[config.mk]
export PLATFORM = sky130hd
export DESIGN_NAME = nan_fmt_conv
export DESIGN_NICKNAME = d
export VERILOG_FILES = /design/src/rtl/nanfc_pkg.sv /design/src/rtl/nanfc_unpack.sv /design/src/rtl/nanfc_pack.sv /design/src/rtl/nan_fmt_conv.sv
export SDC_FILE = /design/constraint.sdc
export NUM_CORES = 1
export LEC_CHECK = 0
export CAP_MARGIN = 20
export CORE_MARGIN = 1.5
export CORE_UTILIZATION = 40
export CTS_BUF_LIST = sky130_fd_sc_hd__clkbuf_2 sky130_fd_sc_hd__clkbuf_4 sky130_fd_sc_hd__clkbuf_8
export DETAILED_ROUTE_END_ITERATION = 16
export GPL_ROUTABILITY_DRIVEN = 1
export PLACE_DENSITY_LB_ADDON = 0.15
export SYNTH_ARGS = -nofsm -noshare
export SYNTH_HDL_FRONTEND = slang
export SYNTH_HIERARCHICAL = 1
export SYNTH_SLANG_ARGS = --single-unit
[constraint.sdc]
create_clock -name clk -period 3 [get_ports clk]
set_clock_uncertainty 0.15 [all_clocks]
set_input_delay 0.3 -clock clk [delete_from_list [all_inputs] [get_ports clk]]
set_output_delay 0.3 -clock clk [all_outputs]
set_load 0.05 [all_outputs]
[src/rtl/nanfc_pkg.sv]
package nanfc_pkg;

   localparam int CANON_W = 64;
   localparam int NUM_FMT = 3;

   typedef enum logic [1:0] {
      FMT_HALF   = 2'd0,
      FMT_SINGLE = 2'd1,
      FMT_DOUBLE = 2'd2,
      FMT_ALIAS  = 2'd3
   } fp_fmt_e;

   typedef struct packed {
      logic               sign;
      logic [CANON_W-1:0] frac;
   } canon_t;

   function automatic int frac_bits(int idx);
      case (idx)
         0:       return 10;
         1:       return 23;
         default: return 52;
      endcase
   endfunction

   function automatic int exp_bits(int idx);
      case (idx)
         0:       return 5;
         1:       return 8;
         default: return 11;
      endcase
   endfunction

   function automatic logic [1:0] fmt_index(logic [1:0] code);
      return (code == FMT_ALIAS) ? 2'd2 : code;
   endfunction

   function automatic logic exp_all_ones(logic [63:0] v, logic [1:0] idx);
      case (idx)
         2'd0:    return &v[14:10];
         2'd1:    return &v[30:23];
         default: return &v[62:52];
      endcase
   endfunction

endpackage

[src/rtl/nanfc_unpack.sv]
module nanfc_unpack
   import nanfc_pkg::*;
#(
   parameter int DATA_W = 64
) (
   input  logic [DATA_W-1:0] src_val,
   input  logic [1:0]        src_fmt,
   output canon_t            canon,
   output logic              is_nan,
   output logic              is_snan,
   output logic [DATA_W-1:0] src_trim
);

   logic [NUM_FMT-1:0] nan_v;
   logic [NUM_FMT-1:0] snan_v;
   logic [NUM_FMT-1:0] sign_v;
   logic [CANON_W-1:0] frac_v [NUM_FMT];
   logic [DATA_W-1:0]  trim_v [NUM_FMT];
   logic [1:0]         sel;

   generate
      for (genvar f = 0; f < NUM_FMT; f++) begin : g_fmt
         localparam int FW       = frac_bits(f);
         localparam int EW       = exp_bits(f);
         localparam int SIGN_POS = FW + EW;

         logic exp_ones;
         logic top_bit;
         logic rest_bits;

         assign exp_ones  = &src_val[FW +: EW];
         assign top_bit   = src_val[FW-1];
         assign rest_bits = |src_val[FW-2:0];

         assign nan_v[f]  = exp_ones & (top_bit | rest_bits);
         assign snan_v[f] = exp_ones & ~top_bit & rest_bits;
         assign sign_v[f] = src_val[SIGN_POS];
         assign frac_v[f] = {src_val[FW-1:0], {(CANON_W-FW){1'b0}}};

         always_comb begin
            trim_v[f]                = '0;
            trim_v[f][SIGN_POS:0]    = src_val[SIGN_POS:0];
         end
      end
   endgenerate

   assign sel        = fmt_index(src_fmt);
   assign is_nan     = nan_v[sel];
   assign is_snan    = snan_v[sel];
   assign canon.sign = sign_v[sel];
   assign canon.frac = frac_v[sel];
   assign src_trim   = trim_v[sel];


   always_comb begin
      snan_subset_chk: assert (!(is_snan && !is_nan));
   end

endmodule

[src/rtl/nanfc_pack.sv]
module nanfc_pack
   import nanfc_pkg::*;
#(
   parameter int DATA_W = 64
) (
   input  canon_t            canon,
   input  logic [1:0]        dst_fmt,
   input  logic              dnan_mode,
   output logic [DATA_W-1:0] nan_out
);

   localparam int MIN_KEEP = frac_bits(NUM_FMT-1);

   if (CANON_W < MIN_KEEP + 1) begin : g_bad_canon
      $error("canonical field narrower than the widest fraction");
   end

   logic [DATA_W-1:0] cand_v [NUM_FMT];
   logic [1:0]        sel;
   logic              unused_low;

   assign unused_low = ^canon.frac[CANON_W-MIN_KEEP-1:0];

   generate
      for (genvar f = 0; f < NUM_FMT; f++) begin : g_fmt
         localparam int FW       = frac_bits(f);
         localparam int EW       = exp_bits(f);
         localparam int SIGN_POS = FW + EW;

         logic [FW-1:0] kept;
         assign kept = canon.frac[CANON_W-1 -: FW];

         always_comb begin
            cand_v[f]          = '0;
            cand_v[f][FW +: EW] = '1;
            if (dnan_mode || (kept == '0)) begin
               cand_v[f][FW-1] = 1'b1;
            end else begin
               cand_v[f][SIGN_POS] = canon.sign;
               cand_v[f][FW-1:0]   = kept;
            end
         end
      end
   endgenerate

   assign sel     = fmt_index(dst_fmt);
   assign nan_out = cand_v[sel];

endmodule

[src/rtl/nan_fmt_conv.sv]
module nan_fmt_conv
   import nanfc_pkg::*;
#(
   parameter int DATA_W = 64
) (
   input  logic              clk,
   input  logic              rst,
   input  logic              in_vld,
   input  logic [DATA_W-1:0] src_val,
   input  logic [1:0]        src_fmt,
   input  logic [1:0]        dst_fmt,
   input  logic              dnan_mode,
   output logic [DATA_W-1:0] out_val,
   output logic              out_invalid,
   output logic              out_notnan,
   output logic              out_vld
);

   if (DATA_W < 64) begin : g_bad_width
      $error("DATA_W must hold a double encoding");
   end

   canon_t            canon;
   logic              is_nan;
   logic              is_snan;
   logic [DATA_W-1:0] src_trim;
   logic [DATA_W-1:0] nan_word;

   nanfc_unpack #(.DATA_W(DATA_W)) u_unpack (
      .src_val  (src_val),
      .src_fmt  (src_fmt),
      .canon    (canon),
      .is_nan   (is_nan),
      .is_snan  (is_snan),
      .src_trim (src_trim)
   );

   nanfc_pack #(.DATA_W(DATA_W)) u_pack (
      .canon     (canon),
      .dst_fmt   (dst_fmt),
      .dnan_mode (dnan_mode),
      .nan_out   (nan_word)
   );

   always_ff @(posedge clk) begin
      if (rst) begin
         out_vld     <= 1'b0;
         out_invalid <= 1'b0;
         out_notnan  <= 1'b0;
         out_val     <= '0;
      end else begin
         out_vld     <= in_vld;
         out_invalid <= in_vld & is_snan;
         out_notnan  <= in_vld & ~is_nan;
         if (in_vld) begin
            out_val <= is_nan ? nan_word : src_trim;
         end
      end
   end


   vld_follow_chk: assert property (@(posedge clk) disable iff (rst)
      in_vld |=> out_vld);


   idle_quiet_chk: assert property (@(posedge clk) disable iff (rst)
      !in_vld |=> (!out_vld && !out_invalid && !out_notnan));


   flag_excl_chk: assert property (@(posedge clk) disable iff (rst)
      out_invalid |-> (out_vld && !out_notnan));


   nan_exp_chk: assert property (@(posedge clk) disable iff (rst)
      (out_vld && !out_notnan) |-> exp_all_ones(out_val[63:0], fmt_index($past(dst_fmt))));


   half_upper_chk: assert property (@(posedge clk) disable iff (rst)
      (out_vld && !out_notnan && (fmt_index($past(dst_fmt)) == 2'd0)) |-> (out_val[DATA_W-1:16] == '0));


   reset_clear_chk: assert property (@(posedge clk)
      rst |=> (!out_vld && !out_invalid));

endmodule

==> results_dict.tcl, run 1 <==
set metrics [dict create \
    finalNetCount 836 \
    setup-tns-final_ps 0 \
    boundaryPins 139 \
    cts_root_buf "clkbuf_8" \
    slew_viol_final 0 \
    grt_max_degree 62 \
    cts_setup_buffers 0 \
    htreeDepth 3 \
    grt_pass1_wl_microns 27400 \
    hold_viol_final 0 \
    rsz0062_at_grt "false" \
    vias 5086 \
    path_cells "clkdlybuf4s50_1 > buf_4 > mux2i_1 > o21bai_1 > nor4_2 > nand3_1 > o41a_1 > buf_4 > and2_4 > mux2i_1 > a211oi_1" \
    worstSetupStartpoint "src_fmt[0]" \
    final_cell_area_sq_um 6930 \
    peakVddDrop_v 0.000202 \
    power_density_nw_per_um2 405 \
    cp_max_fo 20 \
    place_congestion 0.964 \
    hold_path_class "input pin to flip-flop" \
    drt_wl_total_microns 18200 \
    cts_buffers 9 \
    crit_arrival_ps 2900 \
    drc 0 \
    max_stage_delay_ps 480 \
    path_delay_family "buffers and inverters" \
    timing.final.crit_share_pct 93.9 \
    max-slew-margin-rel_pct 58.2 \
    hp-start "in_vld" \
    io_buffers 138 \
    final-setup-viol-count 0 \
    placeableCoreArea_sq_um 12500 \
    netlist_area_sq_um 5090 \
    hpwl_microns 14000 \
    worstPathRequired_ps 3090 \
    status "completed" \
    vias_per_cell 5.41 \
    clock-sinks 67 \
    syn2layout_area_growth_pct 36.2 \
    overflow 0 \
    first_pass_iters 5 \
    cts.path.max_buffers 2 \
    wl_per_cell_microns 19.3 \
    place_worst_setup_slack_ps -174 \
    grt_pass1_vias 5003 \
    max_cap_viol_count 0 \
    syn_nets 706 \
    rr_startpoint "out_val[45]" \
    drt_iter0_drc 291 \
    crit_type "input pin to flip-flop" \
    avgSynthCellArea_sq_um 8.02 \
    report.power.total_w 0.00281 \
    dieArea_sq_um 13400 \
    clk_pin_slew_ps 70 \
    drive_gt1_share_pct 12.9 \
    clk_latency_ps 370 \
    hold_buffers 0 \
    syn_inst 634 \
    rows 41 \
    worstSetupStartpointType "input pin" \
    worst_pin_slew_ps 621 \
    end_kind "flip-flop" \
    die-height_microns 116 \
    fin_util_pct 55.4 \
    start_util_pct 40.6 \
    antenna_found_initial 0 \
    cts_tree "done" \
    diodes 0 \
    ant_nets 0 \
    yosysWarningCount 6 \
    path_buf_inv 3 \
    timing.final.ws_setup_ps 182 \
    fmax_mhz 355 \
    die_w_microns 116 \
    track_usage_pct 27.5 \
    min_period_ps 2820 \
    leakage_nw 2.58 \
    placed_cell_area_sq_um 6700 \
    critPathSlowestCell "clkdlybuf4s50_1" \
]
registers in the layout (all words and copies together) (netlist names):
name / count
out_invalid: 1
out_notnan: 1
out_val: 64
out_vld: 1
cell usage in the layout (no fill, tap or decap), drive strengths merged, types with 2 or more instances in the layout:
master / n
nor2b: 22
nand3: 4
nand4b: 3
o21ai: 5
dfxtp: 67
a21boi: 5
a21oi: 11
clkdlybuf4s50: 135
a22oi: 8
clkbuf: 13
mux2i: 84
and2: 83
buf: 66
a211oi: 64
nor4: 26
inv: 2
nand4: 8
bufinv: 2
o211ai: 3
nor2: 93
nand2: 15
a21o: 18
o22ai: 5
o21bai: 12
nor3: 4
where the power goes:
| group | switching, W | total, W | internal [W] |
|---|---|---|---|
| combinational | 0.000558 | 0.000949 | 0.000391 |
| sequential | 0.0000317 | 0.000980 | 0.000948 |
| clock | 0.000366 | 0.000880 | 0.000515 |
area by class of cell:
type	instances	area [sq um]
Clock buffer	13	160
Clock inverter	2	60.1
Fill cell	1251	5590
Inverter	2	7.51
Multi-Input combinational cell	483	3280
Sequential cell	67	1340
Tap cell	172	215
Timing Repair Buffer	201	1870
through the flow:
stage / cells / hold slack (ps)
floorplan: 634 / 236
global placement: 925 / 324
detailed placement: 925 / 328
CTS: 940 / 139
global route: 940 / 169
finish: 940 / 151
final timing paths:
path	end	depth (start not counted)	slack, ps
worst min register to register	out_val[10]	2	330
worst max register to register	out_val[45]	2	2090
worst min-delay path	out_val[57]	2	150
worst max-delay path	out_val[43]	11	180
timing repair:
item                                    in CTS  in global routing
gates resized for setup                      0                  1
hold endpoints to repair                     0                  0
endpoints found under the setup margin       0                  9
per-layer routing:
metal  global-route usage [%]  vias to the layer above  wire [microns]
li1                         -                     2508               -
met1                     34.8                     2390            8070
met2                     45.5                      153            8580
met3                     4.34                       35             923
met4                     13.3                        0             578
met5                        0                        -               0
Power figures use the tool's default switching activity.
==> inputs of run 2 (changes only) <==
--- a/config.mk
+++ b/config.mk
@@ -10,8 +10,8 @@
 export CORE_UTILIZATION = 40
 export CTS_BUF_LIST = sky130_fd_sc_hd__clkbuf_2 sky130_fd_sc_hd__clkbuf_4 sky130_fd_sc_hd__clkbuf_8
 export DETAILED_ROUTE_END_ITERATION = 16
-export GPL_ROUTABILITY_DRIVEN = 1
 export PLACE_DENSITY_LB_ADDON = 0.15
+export REMOVE_ABC_BUFFERS = 1
 export SYNTH_ARGS = -nofsm -noshare
 export SYNTH_HDL_FRONTEND = slang
 export SYNTH_HIERARCHICAL = 1
==> run 2 against run 1 <==
Compared with the run above: critical path depth rose by 1; final cell count rose by 0.96%; register-to-register slack improved by 20 ps; design area rose by 0.88%; first-iteration DRC count rose by 6.2%; die area did not move; sequential share of layout area fell by 0.17 points; combinational power fell by 0.7%; non-clock buffer count rose by 8; largest cell class unchanged; highest routed layer unchanged.
==> results_dict.tcl, run 2 (synthesis results as in run 1) <==
set metrics [dict create \
    status "completed" \
    rows 41 \
    ff2ff_path_depth 2 \
    worstSetupStartpointType "input pin" \
    place_congestion 0.885 \
    cts_tree "done" \
    crit_arrival_ps 2930 \
    peakVddDrop_v 0.000185 \
    hp-start "in_vld" \
    clk_latency_ps 370 \
    start_util_pct 40.6 \
    boundaryPins 139 \
    drt_iter0_drc 309 \
    critPathSlowestCell "clkdlybuf4s50_1" \
    overflow 0 \
    max_cap_viol_count 0 \
    rsz0062_at_grt "false" \
    hold_buffers 0 \
    timing.final.ws_setup_ps 141 \
    syn2layout_area_growth_pct 37.4 \
    diodes 0 \
    worstPathRequired_ps 3080 \
    final-setup-viol-count 0 \
    hold_slack_ps 322 \
    cts_buffers 9 \
    rr_endpoint "out_val[49]" \
    cts.path.max_buffers 2 \
    cp_max_fo 20 \
    antenna_found_initial 0 \
    worstSetupStartpoint "src_fmt[0]" \
    hold_depth 3 \
    vias_per_cell 5.35 \
    hpwl_microns 12700 \
    placeableCoreArea_sq_um 12500 \
    clk_pin_slew_ps 70 \
    grt_pass1_vias 5093 \
    whs_endpoint "out_val[58]" \
    place_worst_setup_slack_ps -238 \
    final_common_cell "clkdlybuf4s50_1" \
    drive_gt1_share_pct 13.9 \
    leakage_nw 2.62 \
    power_density_nw_per_um2 379 \
    htreeDepth 3 \
    first_pass_iters 5 \
    end_kind "flip-flop" \
    dieArea_sq_um 13400 \
    largest_reg_flops 64 \
    ant_nets 0 \
    track_usage_pct 25.7 \
    die_w_microns 116 \
    path_cells "clkdlybuf4s50_1 > buf_4 > buf_12 > mux2i_1 > o21bai_1 > nor4_1 > nand3_1 > o41a_1 > buf_12 > and2_1 > mux2i_1 > a211oi_1" \
    hold_path_class "input pin to flip-flop" \
    die-height_microns 116 \
    rr_startpoint "out_val[49]" \
    grt_pass1_wl_microns 26500 \
    slew_viol_final 0 \
    clock-sinks 67 \
    max-slew-margin-rel_pct 54.8 \
    worst_pin_slew_ps 677 \
    crit_type "input pin to flip-flop" \
    hold_viol_final 0 \
    grt_max_degree 74 \
    cts_root_buf "clkbuf_8" \
    max_stage_delay_ps 480 \
    vias 5073 \
    cts_setup_buffers 0 \
    timing.final.crit_share_pct 95.3 \
    drc 0 \
    fmax_mhz 350 \
    layout_common_cells "135 x clkdlybuf4s50_1, 92 x nor2_1, 84 x mux2i_1, 73 x and2_1" \
    io_buffers 138 \
    wl_per_cell_microns 17.6 \
    reg2reg_setup_slack_ps 2110 \
    finalNetCount 844 \
    min_period_ps 2860 \
    drt_wl_total_microns 16700 \
    largest-register "out_val" \
    cts-resized-gates 0 \
]
[run 2: changes by cell type in the layout (fill, tap and decap cells not counted)]
cell	change
clkbuf_8	+1
buf_12	+3
buf_4	+5
bufinv_16	-2
clkinv_2	+2
[run 2: metal layers]
| metal | global-route usage, % | vias to the layer above | routed length [microns] |
|---|---|---|---|
| li1 | - | 2523 | - |
| met1 | 34.0 | 2388 | 7700 |
| met2 | 43.2 | 148 | 7930 |
| met3 | 3.50 | 14 | 833 |
| met4 | 8.94 | 0 | 252 |
| met5 | 0 | - | 0 |
[run 2: area by class of cell]
class                      count  area, sq um
inverter                       2         7.51
clock buffer                  14          174
clock inverter                 2         10.0
multi-input combinational    483         3280
sequential                    67         1340
tap                          172          215
fill                        1238         5530
timing repair buffer         209         1960
[run 2: where the power goes]
part / switching, W / internal, W
clock: 0.000355 / 0.000371
sequential: 0.0000297 / 0.000948
combinational: 0.000543 / 0.000399
total: 0.000928 / 0.00172
[run 2: stage by stage]
stage / TNS [ps] / std cells / total power, W / util (%) / instance area (sq um)
finish: 0 / 949 / 0.00265 / 55.8 / 6990
global route: 0 / 949 / 0.00278 / 55.8 / 6990
CTS: 0 / 949 / 0.00267 / 55.8 / 6980
detailed placement: -5010 / 933 / 0.00193 / 54.3 / 6800
global placement: -6220 / 933 / 0.00193 / 54.3 / 6800
floorplan: -200990 / 552 / 0.00147 / - / 4620
[run 2: worst max-delay path, delay by kind of cell]
family          cells  cell delay [ps]
compound gates      3              670
buf+inv             4             1000
mux                 2              360
simple gates        3              590
[run 2: how the worst max path moves through the flow]
stage / to / slack (ps) / depth (start not counted)
2_1_floorplan: out_val[0] / -3100 / 6
3_3_place_gp: out_val[47] / -160 / 12
3_5_place_dp: out_val[47] / -240 / 12
4_1_cts: out_val[47] / 150 / 12
5_1_grt: out_val[43] / 20 / 12
6_report: out_val[47] / 140 / 12
==> inputs of run 3 (changes only) <==
--- a/config.mk
+++ b/config.mk
@@ -6,7 +6,6 @@
 export NUM_CORES = 1
 export LEC_CHECK = 0
 export CAP_MARGIN = 20
-export CORE_MARGIN = 1.5
 export CORE_UTILIZATION = 40
 export CTS_BUF_LIST = sky130_fd_sc_hd__clkbuf_2 sky130_fd_sc_hd__clkbuf_4 sky130_fd_sc_hd__clkbuf_8
 export DETAILED_ROUTE_END_ITERATION = 16
==> run 3 against run 2 <==
Compared with the run above: global-route usage up 0.35 points; via count about the same; core utilization up 1.3 points; critical path depth unchanged; setup slack gained 12 ps; hold slack got worse by 3.1 ps; clock-buffer cell count decreased by 4; wire length down 0.70%; first-iteration DRC count increased by 6.1%; highest routed layer unchanged.
==> results_dict.tcl, run 3 (synthesis results as in run 1) <==
set metrics [dict create \
    multi_input_area_sq_um 3280 \
    hold_slack_ps 319 \
    hold_depth 3 \
    hold_buffers 0 \
    diodes 0 \
    clk_pin_slew_ps 70 \
    worstSetupStartpointType "input pin" \
    drive_gt1_share_pct 13.5 \
    crit_arrival_ps 2920 \
    overflow 0 \
    worst_pin_slew_ps 744 \
    antenna_found_initial 0 \
    hold_viol_final 0 \
    timing.final.crit_share_pct 94.9 \
    final-setup-viol-count 0 \
    slew_viol_final 0 \
    crit_type "input pin to flip-flop" \
    placeableCoreArea_sq_um 12200 \
    cts_tree "done" \
    cts_root_buf "clkbuf_8" \
    dieArea_sq_um 13200 \
    leakage_nw 2.60 \
    die_w_microns 115 \
    rsz0062_at_grt "false" \
    cts_buffers 9 \
    drc 0 \
    rr_endpoint "out_val[47]" \
    seq_area_sq_um 1340 \
    final_common_cell "clkdlybuf4s50_1" \
    place_congestion 0.863 \
    largest_reg_flops 64 \
    drt_wl_total_microns 16600 \
    final_cell_area_sq_um 6970 \
    max_cap_viol_count 0 \
    track_usage_pct 26.1 \
    fillCellCount 1222 \
    end_kind "flip-flop" \
    finalNetCount 839 \
    rr_startpoint "out_val[47]" \
    worstPathRequired_ps 3070 \
    hold_path_class "input pin to flip-flop" \
    peakVddDrop_v 0.000309 \
    hp-start "in_vld" \
    die-height_microns 115 \
    hpwl_microns 12800 \
    status "completed" \
    syn2layout_area_growth_pct 37.1 \
    rows 40 \
    ant_nets 0 \
    vias 5077 \
    htreeDepth 3 \
    io_buffers 138 \
    drt_iter0_drc 328 \
    cts.path.max_buffers 2 \
    grt_pass1_wl_microns 26400 \
    whs_endpoint "out_val[57]" \
    placed_cell_area_sq_um 6750 \
    min_period_ps 2850 \
    clk_latency_ps 360 \
    wl_per_cell_microns 17.7 \
    clock-sinks 67 \
    grt_max_degree 72 \
    largest-register "out_val" \
    layout_common_cells "135 x clkdlybuf4s50_1, 92 x nor2_1, 84 x mux2i_1, 73 x and2_1, 67 x dfxtp_1" \
    vias_per_cell 5.40 \
    cp_max_fo 13 \
    boundaryPins 139 \
    ff2ff_path_depth 2 \
    fmax_mhz 351 \
    reg2reg_setup_slack_ps 2120 \
    power_density_nw_per_um2 395 \
    grt_pass1_vias 5052 \
    max-slew-margin-rel_pct 50.4 \
    first_pass_iters 5 \
    start_util_pct 41.6 \
    cts_setup_buffers 0 \
]
## run 3: cell count changes in the layout (fill, tap and decap cells not counted), sizes merged
| cell | before | now |
|---|---|---|
| buf | 74 | 69 |
| bufinv | 0 | 2 |
| clkbuf | 14 | 10 |
| clkinv | 2 | 4 |
## run 3: worst max path at each step
stage / startpoint / end / slack [ps] / depth (start not counted)
after global placement: src_fmt[0] / out_val[48] / -170 / 12
final: src_fmt[0] / out_val[47] / 150 / 12
after detailed placement: src_fmt[0] / out_val[47] / -280 / 12
after CTS: src_fmt[0] / out_val[47] / 90 / 12
after global routing: src_fmt[0] / out_val[47] / 1 / 12
after floorplan: src_val[60] / out_val[0] / -3100 / 6
## run 3: layout make-up
type | instances | area share (%)
clock buffer | 10 | 1.88
timing repair buffer | 204 | 27.5
tap | 168 | 3.01
inverter | 2 | 0.108
multi-input combinational | 483 | 47.1
sequential | 67 | 19.2
clock inverter | 6 | 1.15
## run 3: timing repair
item / CTS / global route
endpoints found under the hold margin: 0 / 0
setup endpoints to repair: 0 / 21
resized for setup: 0 / 3
## run 3: worst max-delay path: stages
cell	delay [ps]
clkdlybuf4s50_1	470
buf_6	190
nand2_1	70
o21ai_0	130
nor4_1	370
buf_4	190
nand4_1	110
o41a_1	460
buf_4	200
and2_1	170
mux2i_1	160
a211oi_1	110
## run 3: routing by layer
| layer | wire length [microns] | vias to the layer above | global-route usage (%) |
|---|---|---|---|
| met1 | 7600 | 2395 | 33.8 |
| met3 | 839 | 14 | 5.06 |
| met5 | 0 | - | 0 |
| met2 | 7970 | 148 | 44.3 |
| li1 | - | 2520 | - |
| met4 | 200 | 0 | 7.19 |
## run 3: where the power goes
group	leakage, nW	switching (W)	internal, W
Clock	0.113	0.000372	0.000472
Combinational	1.93	0.000541	0.000391
Sequential	0.555	0.0000293	0.000948
## run 3: metrics by stage
stage               setup slack, ps  util, %  setup TNS (ps)  cells  power (W)
floorplan                     -3100        -         -200990    552    0.00147
global placement               -170     55.2           -3200    924    0.00192
detailed placement             -280     55.2           -4540    924    0.00192
CTS                            85.8     57.0               0    940    0.00278
global route                   1.45     57.1               0    940    0.00288
finish                          153     57.1               0    940    0.00275
